<file path="src/rtl/wg_pkg.sv">
package wg_pkg;

    typedef enum logic [2:0] {
        WK_ARRAY   = 3'd0,
        WK_CTRL    = 3'd1,
        WK_WEL_SET = 3'd2,
        WK_WEL_CLR = 3'd3,
        WK_KEY     = 3'd4
    } wr_kind_e;

    typedef enum logic [1:0] {
        LK_NONE    = 2'd0,
        LK_QUARTER = 2'd1,
        LK_HALF    = 2'd2,
        LK_ALL     = 2'd3
    } lock_lvl_e;

    localparam logic [2:0] KIND_MAX = 3'd4;

endpackage

</file>
<file path="src/rtl/wg_lock_range.sv">
module wg_lock_range #(
    parameter int ADDR_W = 9
) (
    input  logic [1:0]        lvl,
    input  logic [ADDR_W-1:0] addr,
    output logic              hit
);
    import wg_pkg::*;

    localparam int TOP = ADDR_W - 1;
    localparam int NXT = ADDR_W - 2;

    always_comb begin
        unique case (lock_lvl_e'(lvl))
            LK_NONE:    hit = 1'b0;
            LK_QUARTER: hit = addr[TOP] & addr[NXT];
            LK_HALF:    hit = addr[TOP];
            LK_ALL:     hit = 1'b1;
            default:    hit = 1'b0;
        endcase
    end

    // the whole-array level covers the lowest address
    always_comb begin
        if (lvl == 2'd3 && addr == '0)
            a_all_covers_zero_r7: assert (hit);
    end

endmodule

</file>
<file path="src/rtl/wg_unlock_seq.sv">
module wg_unlock_seq #(
    parameter int          DATA_W = 8,
    parameter logic [7:0]  KEY0   = 8'h3C,
    parameter logic [7:0]  KEY1   = 8'hA5,
    parameter logic [7:0]  KEY2   = 8'h5A
) (
    input  logic              clk,
    input  logic              rst_n,
    input  logic              clear,
    input  logic              ev_valid,
    input  logic              ev_key,
    input  logic [DATA_W-1:0] ev_data,
    output logic              ready
);
    localparam int STEPS = 3;
    localparam int SW    = $clog2(STEPS + 1);
    localparam logic [SW-1:0] LAST = SW'(STEPS);

    logic [SW-1:0] step_d, step_q;
    logic          key_match;

    always_comb begin
        case (step_q)
            SW'(0):  key_match = (ev_data[7:0] == KEY0);
            SW'(1):  key_match = (ev_data[7:0] == KEY1);
            SW'(2):  key_match = (ev_data[7:0] == KEY2);
            default: key_match = 1'b0;
        endcase
    end

    always_comb begin
        step_d = step_q;
        if (clear) begin
            step_d = '0;
        end else if (ev_valid) begin
            if (ev_key && key_match) step_d = step_q + SW'(1);
            else                     step_d = '0;
        end
    end

    always_ff @(posedge clk or negedge rst_n) begin
        if (!rst_n) step_q <= '0;
        else        step_q <= step_d;
    end

    assign ready = (step_q == LAST);

    // the step only advances by one or falls back to the start
    p_step_walk_r5: assert property (@(posedge clk) disable iff (!rst_n)
        (step_q != $past(step_q)) |-> (step_q == '0 || step_q == $past(step_q) + SW'(1)));

    // a low-voltage cycle leaves the sequence at its start
    p_clear_seq_r8: assert property (@(posedge clk) disable iff (!rst_n)
        $past(clear) |-> (step_q == '0));

endmodule

</file>
<file path="src/rtl/wg_busy_timer.sv">
module wg_busy_timer #(
    parameter int BUSY_CYC = 16
) (
    input  logic clk,
    input  logic rst_n,
    input  logic start,
    input  logic abort,
    output logic busy
);
    localparam int CW = $clog2(BUSY_CYC + 1);
    localparam logic [CW-1:0] LOAD = CW'(BUSY_CYC);

    logic [CW-1:0] cnt_d, cnt_q;

    always_comb begin
        cnt_d = cnt_q;
        if (abort)              cnt_d = '0;
        else if (start)         cnt_d = LOAD;
        else if (cnt_q != '0)   cnt_d = cnt_q - CW'(1);
    end

    always_ff @(posedge clk or negedge rst_n) begin
        if (!rst_n) cnt_q <= '0;
        else        cnt_q <= cnt_d;
    end

    assign busy = (cnt_q != '0);

    // an undisturbed busy period counts down one step per cycle
    p_busy_countdown_r9: assert property (@(posedge clk) disable iff (!rst_n)
        ($past(cnt_q) != '0 && !$past(abort) && !$past(start))
            |-> (cnt_q == $past(cnt_q) - CW'(1)));

endmodule

</file>
<file path="src/rtl/wr_commit_gate.sv">
module wr_commit_gate #(
    parameter int ADDR_W   = 9,
    parameter int DATA_W   = 8,
    parameter int BUSY_CYC = 16
) (
    input  logic              clk,
    input  logic              rst_n,
    input  logic              req_valid,
    input  logic [2:0]        req_kind,
    input  logic [ADDR_W-1:0] req_addr,
    input  logic [DATA_W-1:0] req_data,
    input  logic              req_frame_ok,
    input  logic              wp_pin,
    input  logic              low_volt,
    output logic              commit,
    output logic              commit_ctrl,
    output logic [ADDR_W-1:0] commit_addr,
    output logic [DATA_W-1:0] commit_data,
    output logic              reject,
    output logic              busy,
    output logic              wel,
    output logic [1:0]        lock_level,
    output logic              unlock_ready
);
    import wg_pkg::*;

    typedef struct packed {
        logic              commit;
        logic              commit_ctrl;
        logic [ADDR_W-1:0] addr;
        logic [DATA_W-1:0] data;
        logic              reject;
        logic              wel;
        logic [1:0]        lock;
    } gate_st_t;

    gate_st_t st_d, st_q;

    logic busy_w, ready_w, prot_w;
    logic live, accept, is_arr, is_ctl, is_key, known, go;
    logic arr_ok, ctl_ok;

    wg_lock_range #(.ADDR_W(ADDR_W)) i_range (
        .lvl  (st_q.lock),
        .addr (req_addr),
        .hit  (prot_w)
    );

    wg_unlock_seq #(.DATA_W(DATA_W)) i_unlock (
        .clk      (clk),
        .rst_n    (rst_n),
        .clear    (low_volt),
        .ev_valid (accept),
        .ev_key   (is_key),
        .ev_data  (req_data),
        .ready    (ready_w)
    );

    wg_busy_timer #(.BUSY_CYC(BUSY_CYC)) i_busy (
        .clk   (clk),
        .rst_n (rst_n),
        .start (go),
        .abort (low_volt),
        .busy  (busy_w)
    );

    always_comb begin
        known  = (req_kind <= KIND_MAX);
        is_arr = (req_kind == WK_ARRAY);
        is_ctl = (req_kind == WK_CTRL);
        is_key = (req_kind == WK_KEY);
        live   = req_valid && !low_volt;
        accept = live && !busy_w && req_frame_ok && known;
        arr_ok = st_q.wel && !wp_pin && !prot_w;
        ctl_ok = st_q.wel && !wp_pin && ready_w;
        go     = accept && ((is_arr && arr_ok) || (is_ctl && ctl_ok));

        st_d             = st_q;
        st_d.commit      = 1'b0;
        st_d.commit_ctrl = 1'b0;
        st_d.reject      = 1'b0;

        if (live && !go && (!accept || is_arr || is_ctl))
            st_d.reject = 1'b1;

        if (go) begin
            st_d.commit      = 1'b1;
            st_d.commit_ctrl = is_ctl;
            st_d.addr        = req_addr;
            st_d.data        = req_data;
            if (is_ctl) st_d.lock = req_data[1:0];
        end

        if (accept && req_kind == WK_WEL_SET) st_d.wel = 1'b1;
        if (accept && req_kind == WK_WEL_CLR) st_d.wel = 1'b0;
        if (low_volt)                         st_d.wel = 1'b0;
    end

    always_ff @(posedge clk or negedge rst_n) begin
        if (!rst_n) st_q <= '0;
        else        st_q <= st_d;
    end

    assign commit       = st_q.commit;
    assign commit_ctrl  = st_q.commit_ctrl;
    assign commit_addr  = st_q.addr;
    assign commit_data  = st_q.data;
    assign reject       = st_q.reject;
    assign wel          = st_q.wel;
    assign lock_level   = st_q.lock;
    assign busy         = busy_w;
    assign unlock_ready = ready_w;

    // a commit requires the latch set and the pin low one cycle before
    p_commit_needs_wel_r1: assert property (@(posedge clk) disable iff (!rst_n)
        commit |-> ($past(wel) && !$past(wp_pin)));

    // a control commit follows a completed unlock
    p_ctrl_needs_unlock_r4: assert property (@(posedge clk) disable iff (!rst_n)
        commit_ctrl |-> $past(ready_w));

    // the lock level moves only with a control commit
    p_lock_moves_on_ctrl_r4: assert property (@(posedge clk) disable iff (!rst_n)
        (lock_level != $past(lock_level)) |-> commit_ctrl);

    // low voltage silences both strobes and drops the latch
    p_lowvolt_silent_r8: assert property (@(posedge clk) disable iff (!rst_n)
        $past(low_volt) |-> (!commit && !reject && !wel && !busy));

    // a commit never starts inside a busy period
    p_no_restart_r9: assert property (@(posedge clk) disable iff (!rst_n)
        commit |-> !$past(busy_w));

    // commit and reject never coincide
    p_strobe_excl_r9: assert property (@(posedge clk) disable iff (!rst_n)
        !(commit && reject));

endmodule

</file>
<file path="config.mk">
export PLATFORM = sky130hd
export DESIGN_NAME = wr_commit_gate
export DESIGN_NICKNAME = d
export VERILOG_FILES = /design/src/rtl/wg_pkg.sv /design/src/rtl/wg_lock_range.sv /design/src/rtl/wg_unlock_seq.sv /design/src/rtl/wg_busy_timer.sv /design/src/rtl/wr_commit_gate.sv
export SDC_FILE = /design/constraint.sdc
export NUM_CORES = 1
export LEC_CHECK = 0
export ABC_AREA = 0
export ABC_CLOCK_PERIOD_IN_PS = 2300
export BUFFER_PORTS_ARGS = -buffer_cell sky130_fd_sc_hd__buf_2
export CAP_MARGIN = 20
export CORE_UTILIZATION = 44
export DETAILED_ROUTE_END_ITERATION = 7
export GPL_TIMING_DRIVEN = 1
export HOLD_SLACK_MARGIN = 0.06
export PLACE_DENSITY = 0.75
export SLEW_MARGIN = 5
export SYNTH_ARGS = -nofsm -noshare
export SYNTH_HDL_FRONTEND = slang
export SYNTH_SLANG_ARGS = --single-unit
</file>
<file path="constraint.sdc">
create_clock -name clk -period 2.3 [get_ports clk]
set_clock_uncertainty 0.05 [all_clocks]
set_input_delay 0 -clock clk [delete_from_list [all_inputs] [get_ports clk]]
set_output_delay 0 -clock clk [all_outputs]
set_load 0.005 [all_outputs]
</file>
==> metrics list <==
- Critical Path Slowest Stage Cell: dfrtp_1
- Walking the worst path, the cells encountered are inv_1 > ha_2 > nor4b_4 > inv_2 > or2_4 > a211oi_4 > buf_6 > mux2_2.
- The share of total power dissipated in combinational logic is 0.305.
* Total of flip-flops plus latches after synthesis: 30
- In this run the worst hold path is classified as in2reg.
- Final estimated routing congestion in global placement: 0.737
- Count of different cell masters after synthesis: 34
* Vias per cell: 4.94
- The critical path runs through a total of 8 cells.
- Summing all multi-input logic gate instances after layout gives 634 um^2.
- DRC violations left: 0
- Part of the Yosys area used for sequential elements: 0.526
* Placeable core area: 3080 um^2
- Static timing analysis puts the maximum clock frequency at 451 MHz.
- Die area: 3480 um^2
- Worst reg2reg setup slack: 0.09 ns
* Type of the worst setup path: reg2reg
- Vias in the first global route: 1205
- In this design, the stage delay of the slowest critical-path cell is 0.39 ns.
* Final design area excluding fillers: 2110 um^2
- TritonCTS created 5 clock buffers.
- In this run the horizontal extent of the chip is 59.0 um.
* Wirelength per Cell: 14.0 um
- Total Wirelength: 3.39 mm
* Most common cell in the synthesized netlist: dfrtp_1
* Endpoints failing setup: 0
* Critical path endpoint category: register
- Clock-pin slew was measured on the worst setup and hold paths at 0.10 ns.
* Detailed Route Iter0 Violations: 38
* Global-route wire length before repair: 5.38 mm
- Number of endpoints with negative hold slack in the final report: 0
- Crit path max fanout: 8
* Clock network fraction of total power: 0.277
- Number of antenna cells inserted: 0
- Total global routing overflow: 0
* Count of warnings emitted by yosys: 0
- Dividing the synthesized area by the synthesized cell count gives 12.9 um^2.
- List of most frequent post-synthesis cells: dfrtp_1 (30), mux2_2 (19), nor2_1 (9), ha_1 (6), nor3_1 (6)
- The clock tree synthesis step divided the H-tree into 2 levels.
- The analysis attributes to cell leakage a power of 1.11 nW.
- 51 I/O pins were placed.
- The die is 59.0 um tall.
* Detailed-placement wirelength estimate: 2.20 mm
- The number of antenna violations at the first check in global routing is 0.
* Critical path launch point type: register
* Max-cap violations: 0
* Flop pwr share: 0.418
- Register-to-Register Path Depth: 8
* Post-Synthesis Net Count: 143
- Before antenna repair, the detailed router went through 4 iterations.
- Storage cell area: 751 um^2
* Post-layout nets: 230
* Internal power consumption: 1.04 mW
- The clock passes through at most 2 buffers.
- Setup repair after global routing missed its margin: yes
* Top cell type's share of synthesized area: 0.526
* Number of synthesized flops with an enable pin: 0
- For this configuration, the core starts out at a cell density of 0.464.
- Data on the critical path is required at its endpoint by 2.47 ns.
- Tightest Pin Transition: 0.654 ns
- Synthesis-to-finish area growth: 47.7%
- After technology mapping, the gate count stands at 111.
* Cell Area, Placed: 1740 um^2
* CTS tree: done
- Clock tree synthesis selected as its root buffer the cell clkbuf_4.
- The clock period could shrink to 2.21 ns.
- Mapped cell area: 1430 um^2
- Largest voltage drop on the vdd net: 0.437 mV
* Most frequently used flop master after synthesis: dfrtp_1
- The biggest area contributor in the post-synthesis netlist is dfrtp_1.
* Maximum number of pins on one net before global-route repair: 31
- GRT Overall Usage: 0.212
- Data arrival time at the worst-slack endpoint: 2.39 ns
* Number of cells traversed by the worst hold path: 5
* Bufs and invs on worst path: 3
* Number of buffer cells added on primary ports: 50
- Count of vias placed by the detailed router: 1201
- Clock insertion delay at the later pin of the skew report: 0.33 ns
* Biggest area contributors in the synthesized netlist: dfrtp_1 (53%), mux2_2 (15%), ha_1 (5.3%)
* CTS sink cnt: 30
- Min Hold Slack: 0.158 ns
* Share of flip-flops with an asynchronous set or reset after synthesis: 1.00
- The run finished with clean final reports.
- Power per Cell Area: 705 nW/um^2
* Standard-cell rows: 20
- Family with the most delay on the worst path: simple AND/OR/NAND/NOR gates
- Share of layout cells above drive strength 1: 0.472
- Post-route ant nets: 0
* Psw: 0.445 mW
- The layout has 231 filler cells.
- Final Max Slew Viols: 0
- Post-route clock period utilization: 0.963
* Relative slew margins: 0.564
* Switching share of power: 0.300
-- flip-flops by register name (all words and copies together), names as in the netlist --
register / cells
commit: 1
commit_addr: 9
lock_level: 2
reject: 1
i_busy.cnt_q: 5
commit_ctrl: 1
i_unlock.step_q: 2
commit_data: 8
wel: 1
-- worst register-to-register path, stage by stage (launching register included) --
cell and delay (ns):
dfrtp_1 0.39, inv_1 0.11, ha_2 0.20, nor4b_4 0.23
inv_2 0.06, or2_4 0.29, a211oi_4 0.26, buf_6 0.19
mux2_2 0.34
-- cell usage in the layout, fill, tap and decap left out, drive strengths merged, types with 2 or more instances in the layout --
master / Yosys / routed
clkinv: 0 / 2
inv: 5 / 5
nor3: 6 / 6
nand2: 3 / 3
mux2i: 2 / 2
a22o: 2 / 2
a211oi: 2 / 2
o21ai: 2 / 2
clkbuf: 1 / 5
nor2: 9 / 9
ha: 6 / 6
dlygate4sd3: 0 / 25
dfrtp: 30 / 30
xnor2: 3 / 3
mux2: 19 / 19
buf: 2 / 58
nor4bb: 2 / 2
-- metal layers --
metal / wire length, um / part of all wire / vias to the layer above / global-route usage
li1: - / - / 573 / -
met3: 175 / 0.052 / 3 / 0.0879
met2: 1710 / 0.50 / 40 / 0.347
met5: 0 / 0 / - / 0
met4: 19 / 0.0056 / 0 / 0.0612
met1: 1490 / 0.44 / 585 / 0.256
-- cell type report --
class / instances / area share
Sequential cell: 30 / 0.356
Clock buffer: 5 / 0.0178
Timing Repair Buffer: 83 / 0.271
Multi-Input combinational cell: 73 / 0.301
Clock inverter: 3 / 0.0190
Inverter: 5 / 0.00890
Tap cell: 44 / 0.0261
-- worst paths after layout --
kind,startpoint,end
worst max-delay path,i_busy.cnt_q[1]$_DFFE_PN0P_,commit_data[1]$_DFFE_PN0P_
worst min-delay path,req_frame_ok,wel$_DFFE_PN0P_
worst max register to register,i_busy.cnt_q[1]$_DFFE_PN0P_,commit_data[1]$_DFFE_PN0P_
worst min register to register,commit_addr[3]$_DFFE_PN0P_,commit_addr[3]$_DFFE_PN0P_
max in group asynchronous,rst_n,commit_ctrl$_DFF_PN0_
min in group asynchronous,rst_n,i_busy.cnt_q[2]$_DFFE_PN0P_
-- what timing repair did --
action                     CTS  global route
setup buffers                0             2
setup endpoints to repair    0            18
hold buffers                25             0
gates resized for setup      0             8
hold endpoints to repair    57             0
-- metrics by stage --
stage	util	cells	setup TNS, ns	setup WS (ns)	total power, mW
CTS	0.673	240	0	0.0311	1.49
global route	0.685	243	-0.178	-0.0256	1.58
global placement	0.567	207	0	0.152	1.01
detailed placement	0.567	207	0	0.0498	1.04
finish	0.685	243	0	0.0851	1.49
floorplan	-	111	0	0.0328	0.879
-- power by group through the flow --
| stage | registers [mW] | clock network [mW] | logic, mW |
|---|---|---|---|
| 4_1_cts | 0.619 | 0.422 | 0.444 |
| 3_5_place_dp | 0.630 | 0 | 0.409 |
| 5_1_grt | 0.627 | 0.455 | 0.494 |
| 6_report | 0.621 | 0.411 | 0.453 |
| 2_1_floorplan | 0.620 | 0 | 0.260 |
| 3_3_place_gp | 0.627 | 0 | 0.388 |
-- cell families (layout without fill, tap and decap cells) --
| group | after synthesis | after routing | synth area share |
|---|---|---|---|
| flops | 30 | 30 | 0.526 |
| simple gates | 29 | 29 | 0.124 |
| mux | 21 | 21 | 0.164 |
| compound gates | 14 | 14 | 0.0833 |
| buf+inv | 8 | 96 | 0.0315 |
| fa+ha+maj | 6 | 6 | 0.0526 |
| xor+xnor | 3 | 3 | 0.0184 |
Note: power is estimated with default switching activity, not from simulation.
